## config.mk

```make
export PLATFORM = sky130hd
export DESIGN_NAME = fwd_unit
export DESIGN_NICKNAME = d
export VERILOG_FILES = /design/src/rtl/fwd_pkg.sv /design/src/rtl/fwd_stage_qual.sv /design/src/rtl/fwd_src_pick.sv /design/src/rtl/fwd_unit.sv
export SDC_FILE = /design/constraint.sdc
export NUM_CORES = 1
export LEC_CHECK = 0
export CAP_MARGIN = 20
export CORE_AREA = 2 2 39 41
export DETAILED_ROUTE_END_ITERATION = 12
export DIE_AREA = 0 0 41 43
export PLACE_DENSITY = 0.68
export SLEW_MARGIN = 25
export SYNTH_ARGS = -nofsm -noshare
export SYNTH_HDL_FRONTEND = slang
export SYNTH_HIERARCHICAL = 1
export SYNTH_SLANG_ARGS = --single-unit
```

## constraint.sdc

```tcl
create_clock -name vclk -period 3.7
set_clock_uncertainty 0.2 [all_clocks]
set_input_delay 0.925 -clock vclk [all_inputs]
set_output_delay 0.925 -clock vclk [all_outputs]
set_load 0.02 [all_outputs]
```

## src/rtl/fwd_pkg.sv

```systemverilog
package fwd_pkg;

    // Operand source codes; the consuming mux decodes these values.
    typedef enum logic [1:0] {
        SRC_REGFILE = 2'b00,
        SRC_MEM     = 2'b01,
        SRC_WB      = 2'b10
    } src_sel_e;

    localparam int unsigned NUM_OPS = 2;

endpackage

```

## src/rtl/fwd_stage_qual.sv

```systemverilog
module fwd_stage_qual #(
    parameter int unsigned REG_AW  = 5,
    parameter int unsigned NUM_OPS = 2
) (
    input  logic [NUM_OPS-1:0][REG_AW-1:0] src_regs,
    input  logic [REG_AW-1:0]              dst_reg,
    input  logic                           dst_wr,
    input  logic                           dst_load,
    output logic [NUM_OPS-1:0]             data_hit,
    output logic [NUM_OPS-1:0]             load_hit
);

    logic live;

    always_comb begin
        live = dst_wr && (dst_reg != '0);
    end

    for (genvar g = 0; g < NUM_OPS; g++) begin : g_op
        logic same;
        always_comb begin
            same        = live && (src_regs[g] == dst_reg);
            data_hit[g] = same && !dst_load;
            load_hit[g] = same && dst_load;
        end
    end

endmodule

```

## src/rtl/fwd_src_pick.sv

```systemverilog
module fwd_src_pick
    import fwd_pkg::*;
(
    input  logic     mem_hit,
    input  logic     wb_hit,
    output src_sel_e sel
);

    always_comb begin
        if (mem_hit) begin
            sel = SRC_MEM;
        end else if (wb_hit) begin
            sel = SRC_WB;
        end else begin
            sel = SRC_REGFILE;
        end
    end

endmodule

```

## src/rtl/fwd_unit.sv

```systemverilog
module fwd_unit
    import fwd_pkg::*;
#(
    parameter int unsigned REG_AW = 5
) (
    input  logic [REG_AW-1:0] ex_rs1,
    input  logic [REG_AW-1:0] ex_rs2,
    input  logic [REG_AW-1:0] mem_rd,
    input  logic              mem_reg_write,
    input  logic              mem_is_load,
    input  logic [REG_AW-1:0] wb_rd,
    input  logic              wb_reg_write,
    output logic [1:0]        sel_rs1,
    output logic [1:0]        sel_rs2,
    output logic              stall_req
);

    typedef struct packed {
        logic [1:0] sel_a;
        logic [1:0] sel_b;
        logic       stall;
    } fwd_out_t;

    logic [NUM_OPS-1:0][REG_AW-1:0] srcs;
    logic [NUM_OPS-1:0]             mem_data_hit;
    logic [NUM_OPS-1:0]             mem_load_hit;
    logic [NUM_OPS-1:0]             wb_data_hit;
    logic [NUM_OPS-1:0]             wb_load_hit;
    src_sel_e                       op_sel [NUM_OPS];
    fwd_out_t                       out_d;

    always_comb begin
        srcs[0] = ex_rs1;
        srcs[1] = ex_rs2;
    end

    fwd_stage_qual #(.REG_AW(REG_AW), .NUM_OPS(NUM_OPS)) u_mem_q (
        .src_regs (srcs),
        .dst_reg  (mem_rd),
        .dst_wr   (mem_reg_write),
        .dst_load (mem_is_load),
        .data_hit (mem_data_hit),
        .load_hit (mem_load_hit)
    );

    // Write-back results are already complete, so WB is never a pending load.
    fwd_stage_qual #(.REG_AW(REG_AW), .NUM_OPS(NUM_OPS)) u_wb_q (
        .src_regs (srcs),
        .dst_reg  (wb_rd),
        .dst_wr   (wb_reg_write),
        .dst_load (1'b0),
        .data_hit (wb_data_hit),
        .load_hit (wb_load_hit)
    );

    for (genvar g = 0; g < NUM_OPS; g++) begin : g_pick
        fwd_src_pick u_pick (
            .mem_hit (mem_data_hit[g]),
            .wb_hit  (wb_data_hit[g]),
            .sel     (op_sel[g])
        );
    end

    always_comb begin
        out_d       = '0;
        out_d.sel_a = op_sel[0];
        out_d.sel_b = op_sel[1];
        out_d.stall = |mem_load_hit || (|wb_load_hit);
    end

    assign sel_rs1   = out_d.sel_a;
    assign sel_rs2   = out_d.sel_b;
    assign stall_req = out_d.stall;

endmodule

```

==> impl_metrics.py, run 1 <==
metrics = {
    "logic_synthesis": {
        "synthCells": 50,
        "synth_area_leaders": "xnor2_1 (43%), nor2b_4 (7.5%), nor4_1 (6.8%)",
        "synth_warnings": 6,
        "synth_top_area_cell": "xnor2_1",
        "avgSynthCellArea_sq_um": 7.38,
        "yosysUniqueCellTypes": 13,
        "ys_seq_area_share_pct": 0,
        "syn_area_sq_um": 369,
        "synth_top_area_share_pct": 42.7,
    },
    "drt": {
        "drc": 0,
        "wl_met2_microns": 729,
        "met3_wirelength_microns": 52,
        "drt_iter0_markers": 3,
        "finalWirelength_mm": 1.32,
        "vias": 534,
        "viasPerCell": 4.49,
        "wl_met1_microns": 536,
        "top_layer_used": "met3",
        "ant_nets": 0,
        "first_pass_iters": 2,
        "wl_per_cell_microns": 11.1,
    },
    "cells_and_area": {
        "n_sequential_cell": 0,
        "nets": 128,
        "fillerInstances": 125,
        "clkbuf_count": 0,
        "final_cell_mix": "buf_4 (26), clkdlybuf4s50_1 (18), xnor2_1 (18)",
        "drive_gt1_share_pct": 42.7,
        "multi_input_area_sq_um": 418,
        "layout_commonest_cell": "buf_4",
        "area.sequential_sq_um": 0,
        "syn_to_final_growth_pct": 144,
        "insertedDiodeCount": 0,
    },
    "worst_hold_path": {
        "hp-start": "mem_rd[1]",
        "hold_path_end": "stall_req",
        "hp-class": "input pin to output pin",
        "hold_depth": 6,
    },
    "global_routing": {
        "grt-ovfl-total": 0,
        "first_global_vias": 534,
        "antenna_found_initial": 0,
        "grt_util_all_layers_pct": 16.9,
        "grt_pass1_wl_mm": 2.18,
        "grt_max_degree": 5,
    },
    "place": {
        "gp_congestion": 0.734,
        "pre_cts_ws_ns": -0.658,
        "dpl.hpwl_mm": 1.16,
        "portBuffers": 28,
    },
    "worst_setup_path": {
        "critical_path.cell_chain": "clkdlybuf4s50_1 > buf_4 > o211ai_4 > nor4_2 > or4_1 > buf_6",
        "arrival_ns": 2.53,
        "critPathSlowestCell": "or4_1",
        "critPathMaxStageDelay_ns": 0.52,
        "path_class": "input pin to output pin",
        "timing.critical_path.buf_inv": 3,
        "critPathRequiredTime_ns": 2.57,
        "cp_max_fo": 4,
        "path_delay_family": "buffers and inverters",
        "cp-start-kind": "input pin",
        "crit_path_end_kind": "output pin",
    },
    "die": {
        "initial_core_util_pct": 26.7,
        "io_pins": 28,
        "dieWidth_microns": 41,
        "num_rows": 14,
        "core_sq_mm": 0.00138,
        "dieHeight_microns": 43,
        "dieArea_sq_mm": 0.00176,
    },
    "status": {
        "run_status": "finished, final reports clean",
    },
    "timing": {
        "final_hold_viol_count": 0,
        "slew_viol_final": 0,
        "final.min_clock_period_ns": 3.66,
        "fin_crit_sh_pct": 98.8,
        "final-setup-viol-count": 0,
        "timing.final.ws_setup_ns": 0.0435,
        "max_freq_mhz": 273,
    },
    "power": {
        "p_leak_nw": 0.384,
        "netSwitchingFraction_pct": 39.7,
        "total_power_uw": 96.1,
        "ir_drop_v": 0.0000568,
        "internal_power_uw": 58.0,
        "p_per_area_mw_per_mm2": 107,
        "pwr-share-clk_pct": 0,
        "combPwrFrac_pct": 100.0,
        "p_switching_uw": 38.1,
        "pwr-share-seq_pct": 0,
    },
    "clocking": {
        "hold_buffers": 0,
    },
    "run": {
        "cap_violations": 0,
    },
}
[final cells by class]
type	instances	share of cell area (%)
timing repair buffer	54	51.3
multi-input combinational	49	46.5
tap	16	2.23
[Yosys cell counts, drive strengths merged]
master	instances
conb	1
nand2	6
xor2	2
buf	2
nand3	2
nor3	4
nor4	4
xnor2	18
or4	3
o21ai	2
o211ai	2
nor2b	4
[what timing repair did]
item | in CTS | in global routing
buffers inserted | 0 | 1
setup endpoints to repair | 5 | 4
gates resized for setup | 18 | 16
pin swaps | 0 | 5
[worst max-delay path by stage]
| stage | startpoint | end | slack (ns) | cells past startpoint |
|---|---|---|---|---|
| 2_1_floorplan | mem_rd[3] | stall_req | 0.25 | 4 |
| 6_report | mem_rd[2] | stall_req | 0.04 | 6 |
| 5_1_grt | mem_rd[2] | stall_req | -0.009 | 6 |
| 3_5_place_dp | mem_rd[3] | stall_req | -0.66 | 6 |
| 3_3_place_gp | mem_rd[3] | stall_req | -0.62 | 6 |
| 4_1_cts | mem_rd[3] | stall_req | -0.25 | 6 |
[per-stage QoR]
stage / setup TNS, ns / util [%] / std cells / hold slack, ns / area (sq um)
2_1_floorplan: 0 / - / 51 / 1.92 / 373
5_1_grt: -0.0114 / 65.0 / 119 / 2.36 / 900
3_5_place_dp: -2.16 / 61.1 / 118 / 2.93 / 846
4_1_cts: -0.250 / 62.7 / 118 / 2.65 / 867
6_report: 0 / 65.0 / 119 / 2.31 / 900
3_3_place_gp: -1.99 / 61.1 / 118 / 2.91 / 846
[metal layers]
layer | global-route usage (%) | vias to the layer above
li1 | - | 279
met1 | 22.5 | 237
met2 | 30.6 | 18
met3 | 0 | 0
met4 | 0 | 0
met5 | 0 | -
[cell families after synthesis]
kind of cell,Yosys count,synth area share [%]
simple gates,23,38.0
xor+xnor,20,47.5
compound gates,4,9.49
buf+inv,2,4.07
other cells,1,1.02
[power groups by stage]
| stage | registers [mW] | clock network, mW | logic (mW) |
|---|---|---|---|
| after floorplan | 0 | 0 | 0.0308 |
| after global placement | 0 | 0 | 0.0877 |
| after detailed placement | 0 | 0 | 0.0903 |
| after CTS | 0 | 0 | 0.0928 |
| after global routing | 0 | 0 | 0.103 |
| final | 0 | 0 | 0.0961 |
Power figures use the tool's default switching activity.
==> run 2: changes to the inputs <==
DONT_BUFFER_PORTS = 1   (was not set)
PLACE_DENSITY = not set   (was 0.68)
==> impl_metrics.py, run 2 (synthesized netlist as in run 1, its figures left out) <==
metrics = {
    "place": {
        "portBuffers": 0,
        "gp_congestion": 0.670,
        "place_area_sq_um": 385,
        "dpl.hpwl_microns": 894,
    },
    "clocking": {
        "post_cts_buffers": 0,
        "hold_buffers": 0,
        "cts_resized": 0,
    },
    "status": {
        "run_status": "finished, final reports clean",
    },
    "timing": {
        "grt_setup_unrepaired": "false",
        "final-setup-viol-count": 0,
        "relSlewSlack_pct": 39.7,
        "max_freq_mhz": 284,
        "final.min_clock_period_ns": 3.52,
        "tns_ns": 0,
        "fin_crit_sh_pct": 95.2,
        "slew_viol_final": 0,
        "final_hold_viol_count": 0,
        "worst_pin_slew_ns": 0.898,
    },
    "worst_setup_path": {
        "cpMostUsedCell": "or4_1",
        "critPathRequiredTime_ns": 2.57,
        "path_delay_family": "simple AND/OR/NAND/NOR gates",
        "timing.critical_path.buf_inv": 0,
        "arrival_ns": 2.40,
        "critPathMaxStageDelay_ns": 0.65,
        "critPathSlowestCell": "or4_1",
        "critical_path.cell_chain": "or4_1 > o211ai_2 > nor4_1 > or4_1",
        "cp_max_fo": 3,
        "path_class": "input pin to output pin",
        "cp-start-kind": "input pin",
        "crit_path_end_kind": "output pin",
    },
    "drt": {
        "wl_per_cell_microns": 14.3,
        "ant_nets": 0,
        "vias": 332,
        "drt_iter0_markers": 0,
        "first_pass_iters": 1,
        "finalWirelength_microns": 942,
        "drc": 0,
        "viasPerCell": 5.03,
    },
    "global_routing": {
        "use_met3_pct": 3.14,
        "grt_max_degree": 5,
        "grt_use_met2_pct": 20.9,
        "grt_util_all_layers_pct": 10.8,
        "met1_usage_pct": 11.1,
        "grt_pass1_wl_mm": 1.43,
        "antenna_found_initial": 0,
        "first_global_vias": 365,
        "top_usage_layer": "met2",
        "grt-ovfl-total": 0,
    },
    "cells_and_area": {
        "layout_commonest_cell": "xnor2_1",
        "syn_to_final_growth_pct": 4.41,
        "insertedDiodeCount": 0,
        "final_cell_mix": "xnor2_1 (18), nand2_1 (6), nor4_1 (4), nor3_1 (4), or4_1 (3)",
        "fin_area_sq_um": 385,
        "clkbuf_count": 0,
        "area.sequential_sq_um": 0,
        "n_sequential_cell": 0,
        "drive_gt1_share_pct": 10.0,
        "nets": 75,
    },
    "power": {
        "netSwitchingFraction_pct": 43.6,
        "p_switching_uw": 15.0,
        "internal_power_uw": 19.4,
        "pwr-share-clk_pct": 0,
        "combPwrFrac_pct": 100.0,
        "p_leak_nw": 0.105,
        "p_per_area_mw_per_mm2": 89.4,
        "pwr-share-seq_pct": 0,
        "ir_drop_v": 0.0000261,
    },
    "die": {
        "dieHeight_microns": 43,
        "core_sq_mm": 0.00138,
        "initial_core_util_pct": 26.7,
        "dieArea_sq_mm": 0.00176,
        "io_pins": 28,
        "num_rows": 14,
        "dieWidth_microns": 41,
    },
    "run": {
        "cap_violations": 0,
    },
    "worst_hold_path": {
        "hp-class": "input pin to output pin",
    },
}
[run 2: cell count changes in the layout (fill, tap and decap cells not counted), sizes merged]
cell / previous run / this run
buf: 29 / 1
clkdlybuf4s50: 18 / 0
dlymetal6s2s: 3 / 0
clkbuf: 2 / 0
dlygate4sd2: 2 / 0
[run 2: per-stage QoR]
step | setup WS [ns] | util (%) | power (mW) | hold slack [ns] | std cells
6_report | 0.178 | 27.8 | 0.0344 | 1.93 | 66
4_1_cts | 0.183 | 27.8 | 0.0342 | 1.92 | 66
2_1_floorplan | 0.251 | - | 0.0308 | 1.92 | 51
3_5_place_dp | 0.184 | 27.8 | 0.0342 | 1.92 | 66
3_3_place_gp | 0.214 | 27.8 | 0.0334 | 1.92 | 66
5_1_grt | 0.143 | 27.8 | 0.0383 | 1.95 | 66
[run 2: worst paths after layout]
check / startpoint / end / slack, ns / cells after the start
worst max-delay path: mem_rd[3] / stall_req / 0.18 / 4
worst min-delay path: ex_rs1[1] / sel_rs1[0] / 1.93 / 3
[run 2: routing by layer]
metal | vias up | routed length [microns] | share of wire (%)
li1 | 172 | - | -
met1 | 144 | 329 | 35
met2 | 16 | 473 | 50
met3 | 0 | 139 | 15
met4 | 0 | 0 | 0
met5 | - | 0 | 0
[run 2: power groups by stage]
stage	combinational (mW)	sequential, mW	clock, mW
CTS	0.0342	0	0
global route	0.0383	0	0
global placement	0.0334	0	0
floorplan	0.0308	0	0
detailed placement	0.0342	0	0
finish	0.0344	0	0
[run 2: layout make-up]
| type | instances | area [sq um] |
|---|---|---|
| fill | 162 | 998 |
| multi-input combinational | 49 | 358 |
| tap | 16 | 20.0 |
| timing repair buffer | 1 | 7.51 |
==> run 3: changes to the inputs <==
CAP_MARGIN = 25   (was 20)
==> results of run 3 <==
Final layout, timing and power as in run 2 (identical DEF).
